$ cat src/rtl/wdog_pkg.sv
package wdog_pkg;

   // interval codes; code value order matters: it is the control field encoding
   typedef enum logic [1:0] {
      IV_DIV8   = 2'd0,
      IV_COARSE = 2'd1,
      IV_MID    = 2'd2,
      IV_FINE   = 2'd3
   } iv_code_e;

   localparam int CFG_W    = 4;
   localparam int LOCK_BIT = 3;
   localparam int RUN_BIT  = 2;

   typedef struct packed {
      logic     lock;
      logic     run;
      iv_code_e iv;
   } wd_cfg_t;

endpackage

$ cat src/rtl/wdog_tick_sel.sv
module wdog_tick_sel
   import wdog_pkg::*;
#(
   parameter int NUM_TAPS = 3,
   parameter int DIV_W    = 3
) (
   input  logic                clk,
   input  logic                rst_n,
   input  logic                en,
   input  logic                clr,
   input  iv_code_e            sel,
   input  logic [NUM_TAPS-1:0] taps,
   output logic                tick
);

   localparam int TAP_FINE   = 0;
   localparam int TAP_MID    = 1;
   localparam int TAP_COARSE = NUM_TAPS - 1;

   if (NUM_TAPS != 3) begin : g_chk_taps
      $error("wdog_tick_sel: NUM_TAPS must be 3");
   end
   if (DIV_W < 0) begin : g_chk_div
      $error("wdog_tick_sel: DIV_W must not be negative");
   end

   logic [NUM_TAPS-1:0] rise;
   logic                slow_tick;
   logic                tick_raw;

   // one rising-edge detector per tap
   for (genvar g = 0; g < NUM_TAPS; g++) begin : g_edge
      logic tap_d;
      always_ff @(posedge clk or negedge rst_n) begin
         if (!rst_n) tap_d <= 1'b0;
         else        tap_d <= taps[g];
      end
      assign rise[g] = taps[g] & ~tap_d;
   end

   // optional extra divider behind the coarse tap
   if (DIV_W > 0) begin : g_div
      logic [DIV_W-1:0] div_q;
      always_ff @(posedge clk or negedge rst_n) begin
         if (!rst_n)                  div_q <= '0;
         else if (!en || clr)         div_q <= '0;
         else if (rise[TAP_COARSE])   div_q <= div_q + 1'b1;
      end
      assign slow_tick = rise[TAP_COARSE] & (&div_q);

      AST_DIV_HELD: assert property (@(posedge clk) disable iff (!rst_n)
         (!en || clr) |=> div_q == '0) else $error("divider not held");
   end else begin : g_nodiv
      assign slow_tick = rise[TAP_COARSE];
   end

   always_comb begin
      case (sel)
         IV_FINE:   tick_raw = rise[TAP_FINE];
         IV_MID:    tick_raw = rise[TAP_MID];
         IV_COARSE: tick_raw = rise[TAP_COARSE];
         IV_DIV8:   tick_raw = slow_tick;
         default:   tick_raw = 1'b0;
      endcase
   end

   assign tick = en & tick_raw;

   AST_FINE_SRC: assert property (@(posedge clk) disable iff (!rst_n)
      (en && sel == IV_FINE && tick) |-> $rose(taps[TAP_FINE]))
      else $error("fine tick without tap edge");

endmodule

$ cat src/rtl/wdog_ctrl.sv
module wdog_ctrl
   import wdog_pkg::*;
(
   input  logic             clk,
   input  logic             rst_n,
   input  logic             wr,
   input  logic [CFG_W-1:0] wdata,
   input  logic             sys_clr,
   output wd_cfg_t          cfg
);

   wd_cfg_t cfg_q;

   always_ff @(posedge clk or negedge rst_n) begin
      if (!rst_n) begin
         cfg_q <= '0;
      end else if (sys_clr) begin
         cfg_q <= '0;
      end else if (wr && !cfg_q.lock) begin
         cfg_q.lock <= wdata[LOCK_BIT];
         cfg_q.run  <= wdata[RUN_BIT] | wdata[LOCK_BIT];
         cfg_q.iv   <= iv_code_e'(wdata[1:0]);
      end
   end

   assign cfg = cfg_q;

   AST_LOCK_STICKY: assert property (@(posedge clk) disable iff (!rst_n)
      (cfg_q.lock && !sys_clr) |=> (cfg_q.lock && cfg_q.run))
      else $error("lock released by software");
   AST_LOCK_FROZEN: assert property (@(posedge clk) disable iff (!rst_n)
      (cfg_q.lock && !sys_clr) |=> $stable(cfg_q))
      else $error("locked word changed");
   AST_SYSCLR_WIPE: assert property (@(posedge clk) disable iff (!rst_n)
      sys_clr |=> (cfg_q == '0))
      else $error("overflow left control set");

endmodule

$ cat src/rtl/wdog_ovf_core.sv
module wdog_ovf_core #(
   parameter int CNT_W     = 3,
   parameter int PULSE_LEN = 4
) (
   input  logic clk,
   input  logic rst_n,
   input  logic en,
   input  logic clr,
   input  logic tick,
   output logic wd_rst
);

   localparam int PULSE_W = $clog2(PULSE_LEN + 1);
   localparam int HI_W    = $clog2(PULSE_LEN + 2);

   if (CNT_W < 1) begin : g_chk_cnt
      $error("wdog_ovf_core: CNT_W must be at least 1");
   end
   if (PULSE_LEN < 1) begin : g_chk_pulse
      $error("wdog_ovf_core: PULSE_LEN must be at least 1");
   end

   logic [CNT_W-1:0]   cnt_q;
   logic [PULSE_W-1:0] pulse_q;
   logic               ovf;

   assign ovf = en & tick & ~clr & (&cnt_q);

   always_ff @(posedge clk or negedge rst_n) begin
      if (!rst_n)                   cnt_q <= '0;
      else if (!en || clr || ovf)   cnt_q <= '0;
      else if (tick)                cnt_q <= cnt_q + 1'b1;
   end

   always_ff @(posedge clk or negedge rst_n) begin
      if (!rst_n)             pulse_q <= '0;
      else if (ovf)           pulse_q <= PULSE_W'(PULSE_LEN);
      else if (pulse_q != '0) pulse_q <= pulse_q - 1'b1;
   end

   assign wd_rst = (pulse_q != '0);

   // length of the current high run, for the pulse checks
   logic [HI_W-1:0] hi_len_q;
   always_ff @(posedge clk or negedge rst_n) begin
      if (!rst_n)      hi_len_q <= '0;
      else if (wd_rst) hi_len_q <= hi_len_q + 1'b1;
      else             hi_len_q <= '0;
   end

   AST_CLR_ZERO: assert property (@(posedge clk) disable iff (!rst_n)
      clr |=> cnt_q == '0) else $error("clear did not zero count");
   AST_HOLD_OFF: assert property (@(posedge clk) disable iff (!rst_n)
      !en |=> cnt_q == '0) else $error("count moved while idle");
   AST_OVF_FIRE: assert property (@(posedge clk) disable iff (!rst_n)
      (en && tick && !clr && (&cnt_q)) |=> wd_rst)
      else $error("overflow did not fire");
   AST_PULSE_MAX: assert property (@(posedge clk) disable iff (!rst_n)
      wd_rst |-> (hi_len_q < HI_W'(PULSE_LEN)))
      else $error("pulse too long");
   AST_PULSE_EXACT: assert property (@(posedge clk) disable iff (!rst_n)
      $fell(wd_rst) |-> (hi_len_q == HI_W'(PULSE_LEN)))
      else $error("pulse too short");

endmodule

$ cat src/rtl/wdog_lockable.sv
module wdog_lockable
   import wdog_pkg::*;
#(
   parameter int NUM_TAPS  = 3,
   parameter int DIV_W     = 3,
   parameter int CNT_W     = 3,
   parameter int PULSE_LEN = 4
) (
   input  logic                clk,
   input  logic                rst_n,
   input  logic [NUM_TAPS-1:0] tap_i,
   input  logic                cfg_wr,
   input  logic [CFG_W-1:0]    cfg_wdata,
   output logic [CFG_W-1:0]    cfg_rdata,
   input  logic                clr_rd,
   output logic                wd_rst
);

   wd_cfg_t cfg;
   logic    active;
   logic    tick;

   wdog_ctrl u_ctrl (
      .clk     (clk),
      .rst_n   (rst_n),
      .wr      (cfg_wr),
      .wdata   (cfg_wdata),
      .sys_clr (wd_rst),
      .cfg     (cfg)
   );

   // counting stops while the reset pulse is out
   assign active = cfg.run & ~wd_rst;

   wdog_tick_sel #(
      .NUM_TAPS (NUM_TAPS),
      .DIV_W    (DIV_W)
   ) u_tick (
      .clk   (clk),
      .rst_n (rst_n),
      .en    (active),
      .clr   (clr_rd),
      .sel   (cfg.iv),
      .taps  (tap_i),
      .tick  (tick)
   );

   wdog_ovf_core #(
      .CNT_W     (CNT_W),
      .PULSE_LEN (PULSE_LEN)
   ) u_core (
      .clk    (clk),
      .rst_n  (rst_n),
      .en     (active),
      .clr    (clr_rd),
      .tick   (tick),
      .wd_rst (wd_rst)
   );

   assign cfg_rdata = cfg;

endmodule

$ cat config.mk
export PLATFORM = sky130hd
export DESIGN_NAME = wdog_lockable
export DESIGN_NICKNAME = d
export VERILOG_FILES = /design/src/rtl/wdog_pkg.sv /design/src/rtl/wdog_tick_sel.sv /design/src/rtl/wdog_ctrl.sv /design/src/rtl/wdog_ovf_core.sv /design/src/rtl/wdog_lockable.sv
export SDC_FILE = /design/constraint.sdc
export NUM_CORES = 1
export LEC_CHECK = 0
export CORE_UTILIZATION = 45
export CTS_CLUSTER_SIZE = 8
export DETAILED_ROUTE_END_ITERATION = 16
export GPL_TIMING_DRIVEN = 0
export PLACE_DENSITY = 0.82
export SYNTH_ARGS = -nofsm -noshare
export SYNTH_HDL_FRONTEND = slang
export SYNTH_SLANG_ARGS = --single-unit
export TNS_END_PERCENT = 1
$ cat constraint.sdc
create_clock -name clk -period 1.5 [get_ports clk]
set_clock_uncertainty 0.05 [all_clocks]
set_input_delay 0.225 -clock clk [delete_from_list [all_inputs] [get_ports clk]]
set_output_delay 0.225 -clock clk [all_outputs]
set_load 0.005 [all_outputs]
==> results.yml, run 1 <==
clock_network:
  clk_latency_ns: 0.29
  cts_root_buffer: "clkbuf_4"
  htreeDepth: 1
  clk_pin_slew_ns: 0.09
  clock-sinks: 16
  clock_path_buffers: 2
  tritoncts: "done"
  cts_made_buffers: 3
synth:
  synthesis.nets: 95
  synth.ff_latch_count: 16
  synth_top_area_share_pct: 47.3
  synth.distinct_cells: 25
  syn_avg_cell_area_sq_um: 10.9
  synth.most_common_cell: "dfrtp_1"
  ys_warn_count: 0
  synth_seq_area_share_pct: 47.3
  async_flop_share_pct: 100
  syn_area_sq_um: 847
  ys.flop_type: "dfrtp_1"
  synth_edf_count: 0
  synthTopCellsByArea: "dfrtp_1, ha_1, nor2_1, mux2i_1, a211o_1"
  yosys-top-cells-count: "dfrtp_1, nor2_1, ha_1, inv_1"
  yosysTopAreaCell: "dfrtp_1"
  syn_inst: 78
die:
  rows: 15
  die_w_um: 45.4
  die_h_um: 45.4
  ios: 16
  initial_core_util_pct: 48.5
  dieArea_sq_um: 2060
  core_area_sq_um: 1750
hold_path:
  hold_path_class: "primary input to asynchronous set/reset pin"
final_layout:
  drive_above_1_share_pct: 33.0
  fin_area_sq_um: 1170
  finalNonFillerCells: 128
  area_delta_synth_final_pct: 37.7
  diodes: 0
  nNetsFinal: 122
global_routing:
  overflow: 0
  grt_pass1_wl_mm: 3.02
  antenna_found_initial: 0
  gr-usage-all-layers_pct: 21.2
  grt_pass1_vias: 701
  grt_max_degree: 17
placement:
  io_buffers: 15
  dp_hpwl_mm: 1.09
  place_inst: 118
  place_congestion: 0.750
  place_area_sq_um: 1030
timing:
  rsz0062_at_grt: "yes"
  finalHoldWorstSlack_ns: 0.302
  fmax_mhz: 624
  setup_slack_ns: -0.103
  slew_viol_final: 0
  period_share_pct: 107
  worst_pin_slew_ns: 0.714
  setup_viol: 9
  layout_min_cycle_time_ns: 1.60
  slew_headroom_pct: 52.2
  hold_viol: 0
setup_path:
  worstSetupEndpointType: "flop"
  path_class: "flop to flop"
  cp_data_required_time_ns: 1.68
  rr_worst_depth: 6
  path_max_fanout: 5
  critPathLaunchType: "flop"
  critical_path_arrival_ns: 1.78
  r2r-start: "u_tick.g_div.div_q[0]$_DFFE_PN0P_"
  critical_path.startpoint: "u_tick.g_div.div_q[0]$_DFFE_PN0P_"
  regToRegSetupSlack_ns: -0.10
  timing.rr.end: "u_core.cnt_q[1]$_DFFE_PN0P_"
route:
  wire_per_inst_um: 13.8
  dr_total_vias: 664
  dr.pass1.iters: 4
  drc: 0
  postRouteWirelength_mm: 1.77
  vias_per_cell: 5.19
  drtIter0Drc: 5
  postRouteAntennaNets: 0
run_status:
  outcome: "complete, but fails checks"
  violations: "negative setup slack"
flow_run:
  max-cap-violations: 0
pwr:
  p_leak_nw: 0.555
  ir_worst_vdd_mv: 0.785
  cellPowerDensity_nw_per_um2: 962
[metal layers]
| metal | share of wire (%) | up-vias | global-route usage [%] |
|---|---|---|---|
| met5 | 0 | - | 0 |
| met4 | 3.7 | 0 | 12.1 |
| met3 | 2.4 | 7 | 3.57 |
| met2 | 52 | 13 | 34.9 |
| met1 | 42 | 320 | 26.0 |
| li1 | - | 324 | - |
[worst max path at each step]
stage                                              to  slack [ns]  cells past startpoint
after floorplan           u_core.cnt_q[1]$_DFFE_PN0P_        -0.1                      7
after global placement    u_core.cnt_q[1]$_DFFE_PN0P_       -0.42                      7
after detailed placement  u_core.cnt_q[2]$_DFFE_PN0P_       -0.45                      7
after CTS                 u_core.cnt_q[2]$_DFFE_PN0P_       -0.15                      6
after global routing      u_core.cnt_q[0]$_DFFE_PN0P_       -0.18                      4
final                     u_core.cnt_q[1]$_DFFE_PN0P_       -0.10                      6
[cell type report]
| type | count | area (sq um) |
|---|---|---|
| Multi-Input combinational cell | 52 | 450 |
| Clock buffer | 3 | 22.5 |
| Sequential cell | 16 | 400 |
| Inverter | 6 | 22.5 |
| Timing Repair Buffer | 23 | 205 |
| Buffer | 3 | 33.8 |
| Fill cell | 132 | 579 |
| Tap cell | 25 | 31.3 |
[cells by family (layout without fill, tap and decap cells)]
| logic type | Yosys count | count (layout) | share of synthesized area [%] |
|---|---|---|---|
| AO/OA/AOI/OAI | 13 | 13 | 10.6 |
| XOR/XNOR | 2 | 2 | 2.07 |
| adder cells (fa/ha/maj) | 6 | 6 | 8.86 |
| buffers and inverters | 10 | 35 | 7.24 |
| flip-flops | 16 | 16 | 47.3 |
| multiplexers | 4 | 4 | 4.73 |
| AND/OR/NAND/NOR | 27 | 27 | 19.2 |
[critical path, stage by stage (launching register included)]
cell	delay (ns)
dfrtp_1	0.36
ha_2	0.19
ha_4	0.12
nor2_2	0.03
or3_4	0.36
a211o_1	0.28
a21oi_2	0.13
[flip-flops by register name (all words and copies together), names as in the netlist]
name / cells
u_core.cnt_q: 3
u_tick.g_edge.tap_d: 3
u_core.pulse_q: 3
u_ctrl.cfg: 4
u_tick.g_div.div_q: 3
[layout by cell type (no fill, tap or decap), types with 2 or more instances in the layout]
cell type / instances
dfrtp_1: 16
clkdlybuf4s50_1: 11
nor2_1: 8
buf_4: 8
inv_1: 4
a211o_1: 4
a21oi_2: 4
mux2i_1: 4
buf_6: 3
nor2_2: 3
nand3_1: 3
ha_1: 3
clkbuf_4: 3
nand2b_4: 2
inv_2: 2
nor3_1: 2
a21oi_1: 2
ha_4: 2
dlygate4sd2_1: 2
[report_power, final]
part	total, mW	internal, mW	switching, mW
registers	0.543	0.484	0.0592
logic	0.349	0.194	0.155
clock network	0.229	0.0936	0.136
total	1.12	0.772	0.350
[through the flow]
step | power (mW) | TNS, ns | utilization (%) | setup slack [ns]
after floorplan | 0.721 | -0.348 | - | -0.0960
after global placement | 0.871 | -2.25 | 58.9 | -0.423
after detailed placement | 0.881 | -2.59 | 58.9 | -0.450
after CTS | 1.10 | -0.709 | 65.5 | -0.146
after global routing | 1.19 | -1.15 | 66.8 | -0.177
final | 1.12 | -0.533 | 66.8 | -0.103
[timing repair]
| item | CTS | global route |
|---|---|---|
| pin swaps | 5 | 6 |
| setup endpoints to repair | 12 | 11 |
| resized for setup | 16 | 9 |
| hold buffers | 0 | 0 |
| setup buffers | 8 | 0 |
(Power assumes the default switching activity.)
==> inputs of run 2 (changes only) <==
--- a/config.mk
+++ b/config.mk
@@ -10,6 +10,7 @@
 export DETAILED_ROUTE_END_ITERATION = 16
 export GPL_TIMING_DRIVEN = 0
 export PLACE_DENSITY = 0.82
+export REMOVE_ABC_BUFFERS = 1
 export SYNTH_ARGS = -nofsm -noshare
 export SYNTH_HDL_FRONTEND = slang
 export SYNTH_SLANG_ARGS = --single-unit
==> results.yml, run 2 (synthesis results as in run 1) <==
setup_path:
  crit_buf_inv: 0
  path_common_cell: "ha_1"
  path_class: "flop to flop"
  critical_path_arrival_ns: 1.78
  max_stage_delay_ns: 0.37
  cp_data_required_time_ns: 1.68
  rr_worst_depth: 6
  timing.rr.end: "u_core.cnt_q[2]$_DFFE_PN0P_"
  worst_path_max_delay_cell: "or3_4"
  r2r-start: "u_tick.g_div.div_q[0]$_DFFE_PN0P_"
  critPathLaunchType: "flop"
  regToRegSetupSlack_ns: -0.11
  path_cells: "ha_1 > ha_1 > nor2_2 > or3_4 > a211o_1 > a21oi_2"
  path_max_fanout: 7
  worstSetupEndpointType: "flop"
  cp_top_family: "simple AND/OR/NAND/NOR gates"
hold_path:
  hold_path_class: "primary input to asynchronous set/reset pin"
placement:
  dp_hpwl_mm: 1.12
  io_buffers: 15
  place_congestion: 0.684
  place_area_sq_um: 990
  pre_cts_ws_ns: -0.302
clock_network:
  clk_pin_slew_ns: 0.09
  htreeDepth: 1
  clk_latency_ns: 0.29
  cts_root_buffer: "clkbuf_4"
  cts_made_buffers: 3
  clock-sinks: 16
  cts_hold_buffers: 0
  clock_path_buffers: 2
  tritoncts: "done"
die:
  ios: 16
  rows: 15
  core_area_sq_um: 1750
  die_w_um: 45.4
  dieArea_sq_um: 2060
  die_h_um: 45.4
  initial_core_util_pct: 48.5
timing:
  layout_min_cycle_time_ns: 1.61
  hold_viol: 0
  period_share_pct: 107
  finalHoldWorstSlack_ns: 0.305
  rsz0062_at_grt: "yes"
  fmax_mhz: 622
  setup_slack_ns: -0.108
  setup_viol: 5
  slew_headroom_pct: 51.5
  worst_pin_slew_ns: 0.725
  slew_viol_final: 0
run_status:
  outcome: "complete, but fails checks"
  violations: "negative setup slack"
route:
  drtIter0Drc: 9
  wire_per_inst_um: 12.4
  dr.pass1.iters: 4
  postRouteAntennaNets: 0
  drc: 0
  vias_per_cell: 5.23
  postRouteWirelength_mm: 1.51
  dr_total_vias: 633
global_routing:
  grt_pass1_wl_mm: 2.40
  gr-usage-all-layers_pct: 16.7
  overflow: 0
  antenna_found_initial: 0
  grt_max_degree: 17
  grt_pass1_vias: 602
final_layout:
  drive_above_1_share_pct: 19.8
  layout_common_cells: "dfrtp_1, nor2_1, clkdlybuf4s50_1"
  largest_register_ffs: 4
  diodes: 0
  fin_area_sq_um: 1080
  area_delta_synth_final_pct: 28.1
  postLayoutCoreUtil_pct: 62.2
  fillers: 156
  final_common_cell: "dfrtp_1"
  nNetsFinal: 114
pwr:
  pwr-share-clk_pct: 25.3
  power_mw: 1.13
  cellInternalPower_mw: 0.800
  ir_worst_vdd_mv: 0.921
  p_leak_nw: 0.538
  power_frac_comb_pct: 26.5
  net-switching-power_mw: 0.329
  swShare_pct: 29.2
  cellPowerDensity_nw_per_um2: 1040
  seqPwrFrac_pct: 48.2
flow_run:
  max-cap-violations: 0
-- run 2: cell count changes in the layout (fill, tap and decap cells not counted), sizes merged --
cell          delta
buf              -8
dlymetal6s2s     +1
-- run 2: power by group through the flow --
stage | Sequential, mW | Combinational [mW] | Clock, mW
3_5_place_dp | 0.554 | 0.299 | 0
6_report | 0.544 | 0.299 | 0.286
4_1_cts | 0.546 | 0.310 | 0.289
3_3_place_gp | 0.551 | 0.293 | 0
2_1_floorplan | 0.544 | 0.150 | 0
5_1_grt | 0.549 | 0.329 | 0.301
-- run 2: layer usage --
layer	part of all wire [%]	GRT usage, %	vias to the layer above
met5	0	0	-
met1	44	19.3	311
met4	2.5	9.09	0
met2	50	29.4	11
li1	-	-	306
met3	3.9	2.38	5
-- run 2: what timing repair did --
item,4_1_cts,5_1_grt
gates cloned,0,0
resized for setup,11,4
endpoints found under the hold margin,0,0
pin swaps,3,2
setup buffers,3,0
endpoints found under the setup margin,11,12
-- run 2: worst max path at each step --
stage	end	startpoint	cells after the start	slack, ns
6_report	u_core.cnt_q[2]$_DFFE_PN0P_	u_tick.g_div.div_q[0]$_DFFE_PN0P_	6	-0.11
5_1_grt	u_core.cnt_q[2]$_DFFE_PN0P_	u_tick.g_div.div_q[0]$_DFFE_PN0P_	6	-0.18
4_1_cts	u_core.cnt_q[2]$_DFFE_PN0P_	u_tick.g_div.div_q[0]$_DFFE_PN0P_	6	-0.11
3_5_place_dp	u_core.cnt_q[2]$_DFFE_PN0P_	tap_i[2]	5	-0.30
3_3_place_gp	u_core.cnt_q[1]$_DFFE_PN0P_	tap_i[2]	5	-0.29
2_1_floorplan	u_core.cnt_q[0]$_DFFE_PN0P_	u_core.pulse_q[0]$_DFFE_PN0P_	5	-0.04
-- run 2: metrics by stage --
stage / setup TNS, ns / std cells
global placement: -1.99 / 114
global route: -0.900 / 121
CTS: -0.499 / 121
detailed placement: -2.18 / 114
finish: -0.397 / 121
floorplan: -0.192 / 74
-- run 2: layout make-up --
cell class | instances | area, sq um | area share (%)
repair buffers | 18 | 179 | 16.5
flip-flops and latches | 16 | 400 | 36.9
inverters | 6 | 22.5 | 2.08
well taps | 25 | 31.3 | 2.88
clock buffers | 4 | 36.3 | 3.34
multi-input cells | 52 | 415 | 38.3
==> inputs of run 3 (changes only) <==
--- a/config.mk
+++ b/config.mk
@@ -6,7 +6,6 @@
 export NUM_CORES = 1
 export LEC_CHECK = 0
 export CORE_UTILIZATION = 45
-export CTS_CLUSTER_SIZE = 8
 export DETAILED_ROUTE_END_ITERATION = 16
 export GPL_TIMING_DRIVEN = 0
 export PLACE_DENSITY = 0.82
==> results of run 3 <==
Same layout as run 2: the final DEF is identical, and so are final timing and power.
